<file path="src/rtl/cgf_pkg.sv">
package cgf_pkg;
   localparam int unsigned ADDR_W = 2;

   typedef enum logic [ADDR_W-1:0] {
      CGF_CTRL  = 2'd0,
      CGF_RISE  = 2'd1,
      CGF_FALL  = 2'd2,
      CGF_SPARE = 2'd3
   } cgf_addr_e;
endpackage

</file>
<file path="src/rtl/cgf_sync.sv">
module cgf_sync #(
   parameter int unsigned STAGES = 2
) (
   input  logic clk,
   input  logic rst_n,
   input  logic d,
   output logic q
);
   generate
      if (STAGES < 2) begin : g_bad_stages
         $error("cgf_sync: STAGES must be at least 2");
      end
   endgenerate

   logic [STAGES-1:0] chain;

   always_ff @(posedge clk) begin
      if (!rst_n) chain <= '0;
      else        chain <= {chain[STAGES-2:0], d};
   end

   assign q = chain[STAGES-1];
endmodule

</file>
<file path="src/rtl/cgf_regs.sv">
module cgf_regs
   import cgf_pkg::*;
#(
   parameter int unsigned REG_W = 16,
   parameter int unsigned CNT_W = 6
) (
   input  logic             clk,
   input  logic             rst_n,
   input  logic [ADDR_W-1:0] addr,
   input  logic             wr,
   input  logic [REG_W-1:0] wdata,
   output logic [REG_W-1:0] rdata,
   output logic             en,
   output logic [CNT_W-1:0] rise_n,
   output logic [CNT_W-1:0] fall_n
);
   localparam int unsigned PAD_W = REG_W - CNT_W;

   generate
      if (CNT_W < 1 || CNT_W >= REG_W) begin : g_bad_widths
         $error("cgf_regs: CNT_W must lie between 1 and REG_W-1");
      end
   endgenerate

   cgf_addr_e sel;
   assign sel = cgf_addr_e'(addr);

   always_ff @(posedge clk) begin
      if (!rst_n) begin
         en     <= 1'b0;
         rise_n <= '0;
         fall_n <= '0;
      end else if (wr) begin
         case (sel)
            CGF_CTRL: en     <= wdata[0];
            CGF_RISE: rise_n <= wdata[CNT_W-1:0];
            CGF_FALL: fall_n <= wdata[CNT_W-1:0];
            default:  ;
         endcase
      end
   end

   always_comb begin
      case (sel)
         CGF_CTRL: rdata = {{(REG_W-1){1'b0}}, en};
         CGF_RISE: rdata = {{PAD_W{1'b0}}, rise_n};
         CGF_FALL: rdata = {{PAD_W{1'b0}}, fall_n};
         default:  rdata = '0;
      endcase
   end


   spare_bits_zero_chk: assert property (@(posedge clk) disable iff (!rst_n)
      rdata[REG_W-1:CNT_W] == '0);
endmodule

</file>
<file path="src/rtl/cgf_qualifier.sv">
module cgf_qualifier #(
   parameter int unsigned CNT_W = 6
) (
   input  logic             clk,
   input  logic             rst_n,
   input  logic             en,
   input  logic             sync_in,
   input  logic [CNT_W-1:0] rise_n,
   input  logic [CNT_W-1:0] fall_n,
   output logic             level
);
   logic [CNT_W-1:0] cnt;
   logic [CNT_W-1:0] limit;

   assign limit = sync_in ? rise_n : fall_n;

   always_ff @(posedge clk) begin
      if (!rst_n) begin
         level <= 1'b0;
         cnt   <= '0;
      end else if (!en) begin
         level <= sync_in;
         cnt   <= '0;
      end else if (sync_in == level) begin
         cnt   <= '0;
      end else if (cnt >= limit) begin
         level <= sync_in;
         cnt   <= '0;
      end else begin
         cnt   <= cnt + 1'b1;
      end
   end


   rise_qualified_chk: assert property (@(posedge clk) disable iff (!rst_n)
      ($rose(level) && $past(en)) |-> ($past(cnt) >= $past(rise_n)));


   fall_qualified_chk: assert property (@(posedge clk) disable iff (!rst_n)
      ($fell(level) && $past(en)) |-> ($past(cnt) >= $past(fall_n)));


   count_clear_chk: assert property (@(posedge clk) disable iff (!rst_n)
      ($past(en) && ($past(sync_in) == $past(level))) |-> (cnt == '0));


   follow_input_chk: assert property (@(posedge clk) disable iff (!rst_n)
      (level != $past(level)) |-> (level == $past(sync_in)));
endmodule

</file>
<file path="src/rtl/cmp_glitch_filter.sv">
module cmp_glitch_filter
   import cgf_pkg::*;
#(
   parameter int unsigned REG_W       = 16,
   parameter int unsigned CNT_W       = 6,
   parameter int unsigned SYNC_STAGES = 2
) (
   input  logic                clk,
   input  logic                rst_n,
   input  logic                raw_in,
   input  logic [ADDR_W-1:0]   reg_addr,
   input  logic                reg_wr,
   input  logic [REG_W-1:0]    reg_wdata,
   output logic [REG_W-1:0]    reg_rdata,
   output logic                filt_out
);
   logic             en;
   logic [CNT_W-1:0] rise_n;
   logic [CNT_W-1:0] fall_n;
   logic             sync_lvl;
   logic             qual_lvl;

   cgf_regs #(.REG_W(REG_W), .CNT_W(CNT_W)) u_regs (
      .clk    (clk),
      .rst_n  (rst_n),
      .addr   (reg_addr),
      .wr     (reg_wr),
      .wdata  (reg_wdata),
      .rdata  (reg_rdata),
      .en     (en),
      .rise_n (rise_n),
      .fall_n (fall_n)
   );

   cgf_sync #(.STAGES(SYNC_STAGES)) u_sync (
      .clk   (clk),
      .rst_n (rst_n),
      .d     (raw_in),
      .q     (sync_lvl)
   );

   cgf_qualifier #(.CNT_W(CNT_W)) u_qual (
      .clk     (clk),
      .rst_n   (rst_n),
      .en      (en),
      .sync_in (sync_lvl),
      .rise_n  (rise_n),
      .fall_n  (fall_n),
      .level   (qual_lvl)
   );

   assign filt_out = en ? qual_lvl : raw_in;


   enable_no_edge_chk: assert property (@(posedge clk) disable iff (!rst_n)
      $rose(en) |-> (filt_out == $past(sync_lvl)));
endmodule

</file>
<file path="config.mk">
export PLATFORM = sky130hd
export DESIGN_NAME = cmp_glitch_filter
export DESIGN_NICKNAME = d
export VERILOG_FILES = /design/src/rtl/cgf_pkg.sv /design/src/rtl/cgf_sync.sv /design/src/rtl/cgf_regs.sv /design/src/rtl/cgf_qualifier.sv /design/src/rtl/cmp_glitch_filter.sv
export SDC_FILE = /design/constraint.sdc
export NUM_CORES = 1
export LEC_CHECK = 0
export BUFFER_PORTS_ARGS = -buffer_cell sky130_fd_sc_hd__buf_2
export CORE_ASPECT_RATIO = 0.7
export CORE_UTILIZATION = 47
export CTS_BUF_LIST = sky130_fd_sc_hd__clkbuf_8
export CTS_CLUSTER_DIAMETER = 30
export CTS_CLUSTER_SIZE = 20
export DETAILED_ROUTE_END_ITERATION = 12
export PLACE_DENSITY_LB_ADDON = 0.25
export REMOVE_ABC_BUFFERS = 1
export SLEW_MARGIN = 0
export SYNTH_ARGS = -nofsm -noshare
export SYNTH_HDL_FRONTEND = slang
export SYNTH_HIERARCHICAL = 1
export SYNTH_SLANG_ARGS = --single-unit
</file>
<file path="constraint.sdc">
create_clock -name clk -period 1.65 [get_ports clk]
set_clock_uncertainty 0.05 [all_clocks]
set_input_delay 0.2475 -clock clk [delete_from_list [all_inputs] [get_ports clk]]
set_output_delay 0.2475 -clock clk [all_outputs]
set_load 0.02 [all_outputs]
</file>
==> flow_metrics.py, run 1 <==
metrics = {
    "critical_path": {
        "cpPeakStageDelay_ns": 0.36,
        "cp-end-kind": "flip-flop",
        "crit_chain": "buf_6 > mux2i_1 > ha_1 > a21oi_2 > o2111a_2 > o2111ai_4 > nor2_1",
        "crit_slowest_cell": "dfxtp_2",
        "worstPathMaxFanout": 6,
        "crit_type": "reg -> reg",
        "worstPathRequired_ns": 1.80,
        "crit_path_start_kind": "flip-flop",
        "worst-endpoint-arrival_ns": 1.91,
    },
    "clock_network": {
        "cts_root_buffer": "clkbuf_8",
        "htree_levels": 1,
        "postCtsSetupBuffers": 0,
        "holdBufCountCts": 0,
        "clkSinkCount": 22,
        "cts_buffer_depth": 2,
        "path_clk_slew_ns": 0.08,
        "numCtsBuffers": 3,
        "clock_latency_ns": 0.26,
        "cts_tree": "built",
    },
    "finish": {
        "layout_common_cells": "23 x nand2_1, 21 x dfxtp_1, 20 x mux2i_1, 18 x buf_2, 10 x conb_1",
        "fin_nets": 177,
        "n_antenna_cell": 0,
        "stdcell_count": 181,
        "mostFrequentLayoutCell": "nand2_1",
        "drive_gt1_frac": 0.245,
        "area_delta_synth_final_pct": 13.1,
    },
    "routing": {
        "routed_wl_mm": 2.13,
        "wl_met1_mm": 1.07,
        "drc": 0,
        "viasPerCell": 4.97,
        "ant_nets": 0,
        "drt_iter0_markers": 33,
        "drt_first_pass_iters": 4,
        "wl_met3_um": 114,
        "dr_wl_met2_um": 921,
        "top_layer_used": "met4",
        "wl_per_cell_um": 11.8,
        "num_vias": 899,
    },
    "die": {
        "num_rows": 15,
        "die_height_um": 44.7,
        "coreArea_mm2": 0.00246,
        "fp.dieW_um": 63.1,
        "die-area_mm2": 0.00282,
        "initial_core_util": 0.499,
        "pin_count": 39,
    },
    "power": {
        "p_clk_frac": 0.358,
        "internal_power_mw": 0.809,
        "switching_power_mw": 0.265,
        "power_density_mw_per_mm2": 775,
        "power_mw": 1.07,
        "swShare": 0.247,
        "peakVddDrop_mv": 0.440,
        "leakagePower_nw": 0.663,
        "pwr-share-seq": 0.517,
        "combPwrFrac": 0.124,
    },
    "sta": {
        "whs_ns": 0.146,
        "max_freq_mhz": 569,
        "rsz0062_at_grt": "yes",
        "period_minus_slack_ns": 1.76,
        "fin_tns_setup_ns": -0.693,
        "slew_violations": 0,
        "finalCritPeriodShare": 1.07,
        "hold_viol_final": 0,
        "setup_slack_ns": -0.109,
        "setup-violations-final": 7,
    },
    "logic_synthesis": {
        "synth_edf_count": 0,
        "synth_warnings": 6,
        "synth_ff_type": "dfxtp_1",
        "syn_avg_cell_area_um2": 9.81,
        "syn_area_mm2": 0.00123,
        "synth_cells": 125,
        "synthArstFlopShare": 0,
        "ys_seq_area_frac": 0.359,
        "ys_seq_elements": 22,
        "synth_cell_types": 29,
    },
    "placed_design": {
        "io_buffers": 18,
        "place.gp.congestion": 0.720,
        "place_ws_ns": -0.159,
        "dp_hpwl_mm": 1.67,
        "dp.cells": 177,
    },
    "global_route": {
        "grt_max_degree": 25,
        "grt.total_usage": 0.161,
        "antenna_found_initial": 0,
        "first_global_vias": 738,
        "overflow": 0,
        "grt_pass1_wl_mm": 3.35,
    },
    "run": {
        "maxCapViolations": 0,
    },
    "run_status": {
        "status": "finished, violations left",
        "failed_checks": "negative setup slack",
    },
    "worst_hold_path": {
        "hold_path.class": "in -> reg",
    },
}
[per-layer routing]
layer  global-route usage  vias up
li1                     -      455
met3               0.0480        4
met5                    0        -
met1                0.222      411
met2                0.241       29
met4               0.0558        0
[through the flow]
step | utilization | cell area (um2)
after floorplan | - | 1160
after global placement | 0.539 | 1330
after detailed placement | 0.539 | 1330
after CTS | 0.564 | 1390
after global routing | 0.564 | 1390
final | 0.564 | 1390
[Yosys cell counts, types with 2 or more instances]
master | n | share of area
nand2_1 | 23 | 0.070
dfxtp_1 | 22 | 0.36
mux2i_1 | 20 | 0.16
buf_4 | 10 | 0.061
ha_1 | 7 | 0.071
nor2_1 | 6 | 0.018
a22o_1 | 5 | 0.036
inv_1 | 3 | 0.0092
a21oi_2 | 2 | 0.014
and2_1 | 2 | 0.010
and2b_1 | 2 | 0.012
buf_2 | 2 | 0.0082
nand3_1 | 2 | 0.0082
nand3b_2 | 2 | 0.018
xnor2_1 | 2 | 0.014
xor2_1 | 2 | 0.014
[worst max-delay path, delay by kind of cell (launching register included)]
family	cells	cell delay (ns)
buf+inv	1	0.13
compound gates	3	0.54
fa+ha+maj	1	0.27
flops	1	0.36
mux	1	0.19
simple gates	1	0.14
[cells by family after synthesis]
group,after synthesis,share of synthesized area
and+or+nand+nor,41,0.159
muxes,22,0.185
DFF,22,0.359
buffers and inverters,16,0.0878
AOI/OAI and AO/OA,11,0.0929
adders and majority gates,7,0.0714
xor gates and xnor gates,5,0.0418
other,1,0.00306
[power groups by stage]
stage / sequential, mW / clock, mW / combinational (mW)
after floorplan: 0.567 / 0 / 0.0849
after global placement: 0.567 / 0 / 0.130
after detailed placement: 0.568 / 0 / 0.133
after CTS: 0.556 / 0.397 / 0.134
after global routing: 0.557 / 0.417 / 0.145
final: 0.556 / 0.385 / 0.134
[state kept, by name, indices dropped and copies added (netlist names)]
name           count
u_qual/cnt         6
u_sync/chain       2
u_regs/rise_n      6
u_qual/level       1
u_regs/en          1
u_regs/fall_n      6
[worst paths after layout]
path	from	slack [ns]	to	cells past startpoint
worst max-delay path	u_sync/chain[1]	-0.11	u_qual/cnt[0]	7
worst min-delay path	raw_in	0.15	u_sync/chain[0]	2
worst max register to register	u_sync/chain[1]	-0.11	u_qual/cnt[0]	7
worst min register to register	u_sync/chain[0]	0.39	u_sync/chain[1]	1
[final cells by class]
type | count | area [um2]
Clock buffer | 4 | 55.1
Fill cell | 243 | 1070
Inverter | 3 | 11.3
Multi-Input combinational cell | 96 | 712
Sequential cell | 22 | 442
Tap cell | 34 | 42.5
Timing Repair Buffer | 22 | 124
[what timing repair did]
item / 4_1_cts / 5_1_grt
pin swaps: 8 / 2
endpoints found under the setup margin: 7 / 7
resized for setup: 2 / 0
endpoints found under the hold margin: 0 / 0
Power figures use the tool's default switching activity.
==> run 2: changes to the inputs <==
CORE_UTILIZATION = 55   (was 47)
clock period = 2.1 ns   (was 1.65 ns; I/O delays follow)
==> run 2 against run 1 <==
  * The run now ends clean
  * Core utilization grew 13 points
  * Combinational power shrank 24%
  * Die area shrank 14%
  * Non-clock buffer count shrank 3
  * Final cell count shrank 3.9%
  * Sequential power shrank 22%
==> flow_metrics.py, run 2 (synthesis gave the netlist of run 1 again) <==
metrics = {
    "sta": {
        "fin_tns_setup_ns": 0,
        "rsz0062_at_grt": "no",
        "hold_viol_final": 0,
        "finalCritPeriodShare": 0.866,
        "period_minus_slack_ns": 1.82,
        "slew_violations": 0,
        "setup-violations-final": 0,
        "max_freq_mhz": 550,
    },
    "finish": {
        "reg_top3": "u_qual/cnt x6, u_regs/fall_n x6, u_regs/rise_n x6",
        "area_delta_synth_final_pct": 11.7,
        "fill_cells": 153,
        "finish.utilization": 0.696,
        "n_antenna_cell": 0,
        "drive_gt1_frac": 0.222,
        "mostFrequentLayoutCell": "nand2_1",
        "layout_common_cells": "23 x nand2_1, 22 x dfxtp_1, 20 x mux2i_1, 18 x buf_2, 10 x conb_1",
        "fin_nets": 174,
    },
    "global_route": {
        "overflow": 0,
        "grt.total_usage": 0.202,
        "antenna_found_initial": 0,
        "first_global_vias": 776,
        "grt_max_degree": 25,
        "grt_pass1_wl_mm": 3.62,
    },
    "die": {
        "pin_count": 39,
        "die-area_mm2": 0.00243,
        "fp.dieW_um": 58.4,
        "die_height_um": 41.5,
        "coreArea_mm2": 0.00197,
        "num_rows": 13,
        "initial_core_util": 0.623,
    },
    "clock_network": {
        "numCtsBuffers": 3,
        "path_clk_slew_ns": 0.07,
        "clkSinkCount": 22,
        "cts_buffer_depth": 2,
        "cts_resized": 0,
        "cts_tree": "built",
        "holdBufCountCts": 0,
        "htree_levels": 1,
        "clock_latency_ns": 0.27,
        "cts_root_buffer": "clkbuf_8",
        "postCtsSetupBuffers": 0,
    },
    "critical_path": {
        "crit_chain": "buf_4 > mux2i_1 > ha_1 > a21oi_2 > o2111a_2 > o21ai_0 > mux2i_1",
        "worstPathRequired_ns": 2.20,
        "reg2reg_depth": 7,
        "cp-end-kind": "flip-flop",
        "crit_path_frequent_cell": "mux2i_1",
        "worst-endpoint-arrival_ns": 1.92,
        "cpPeakStageDelay_ns": 0.33,
        "r2r_slack_ns": 0.28,
        "crit_type": "reg -> reg",
        "crit_slowest_cell": "dfxtp_1",
        "worstPathMaxFanout": 7,
        "r2r-end": "u_qual/level",
        "regToRegStartpoint": "u_sync/chain[1]",
        "crit_path_start_kind": "flip-flop",
    },
    "routing": {
        "ant_nets": 0,
        "routed_wl_mm": 2.12,
        "viasPerCell": 5.09,
        "num_vias": 885,
        "wl_per_cell_um": 12.2,
        "drt_iter0_markers": 15,
        "drc": 0,
        "drt_first_pass_iters": 4,
    },
    "placed_design": {
        "io_buffers": 18,
        "dp_hpwl_mm": 1.64,
        "place.gp.congestion": 0.745,
    },
    "power": {
        "leakagePower_nw": 0.653,
        "power_mw": 0.934,
        "power_density_mw_per_mm2": 682,
        "peakVddDrop_mv": 0.524,
    },
    "worst_hold_path": {
        "min_path_cells": 2,
        "hold_path.class": "in -> reg",
        "min_from": "raw_in",
        "hold_end": "u_sync/chain[0]",
    },
    "run": {
        "maxCapViolations": 0,
    },
    "run_status": {
        "status": "completed",
    },
}
-- run 2: cell count changes in the layout (fill, tap and decap cells not counted) --
cell / delta
dfxtp_2: -1
bufinv_16: +1
buf_6: -1
dfxtp_1: +1
clkbuf_8: -1
buf_4: -2
-- run 2: final cells by class --
type,instances,area [um2],share of cell area
multi-input combinational,96,712,0.520
sequential,22,440,0.321
timing repair buffer,19,97.6,0.0712
clock buffer,3,41.3,0.0301
tap,30,37.5,0.0274
clock inverter,1,30.0,0.0219
inverter,3,11.3,0.00822
-- run 2: worst max path at each step --
stage | from | end | slack [ns] | cells after the start
after floorplan | u_sync/chain[1] | u_qual/level | 0.20 | 6
after global placement | u_sync/chain[1] | u_qual/cnt[4] | 0.30 | 7
after detailed placement | u_sync/chain[1] | u_qual/level | 0.28 | 7
after CTS | u_sync/chain[1] | u_qual/level | 0.26 | 7
after global routing | u_sync/chain[1] | u_qual/level | 0.12 | 7
final | u_sync/chain[1] | u_qual/level | 0.28 | 7
-- run 2: per-stage QoR --
| step | instance area, um2 | setup WS (ns) | instances | hold WS [ns] |
|---|---|---|---|---|
| finish | 1370 | 0.282 | 174 | 0.214 |
| detailed placement | 1300 | 0.278 | 170 | 0.378 |
| global route | 1370 | 0.120 | 174 | 0.231 |
| CTS | 1370 | 0.264 | 174 | 0.212 |
| global placement | 1300 | 0.303 | 170 | 0.368 |
| floorplan | 1160 | 0.195 | 121 | 0.362 |
-- run 2: power by group --
group / internal [mW] / leakage (nW) / switching, mW
Combinational: 0.0375 / 0.439 / 0.0641
Sequential: 0.428 / 0.179 / 0.00809
Clock: 0.255 / 0.0357 / 0.142
Total: 0.720 / 0.653 / 0.214
-- run 2: worst max-delay path: cells and delay by family (launching register included) --
kind	cells	cell delay, ns
fa+ha+maj	1	0.28
buf+inv	1	0.19
compound gates	3	0.48
mux	2	0.37
flops	1	0.33
-- run 2: metal layers --
metal  part of all wire  global-route usage
met4             0.0047              0.0571
met5                  0                   0
met3              0.073              0.0654
met1               0.48               0.274
met2               0.44               0.308
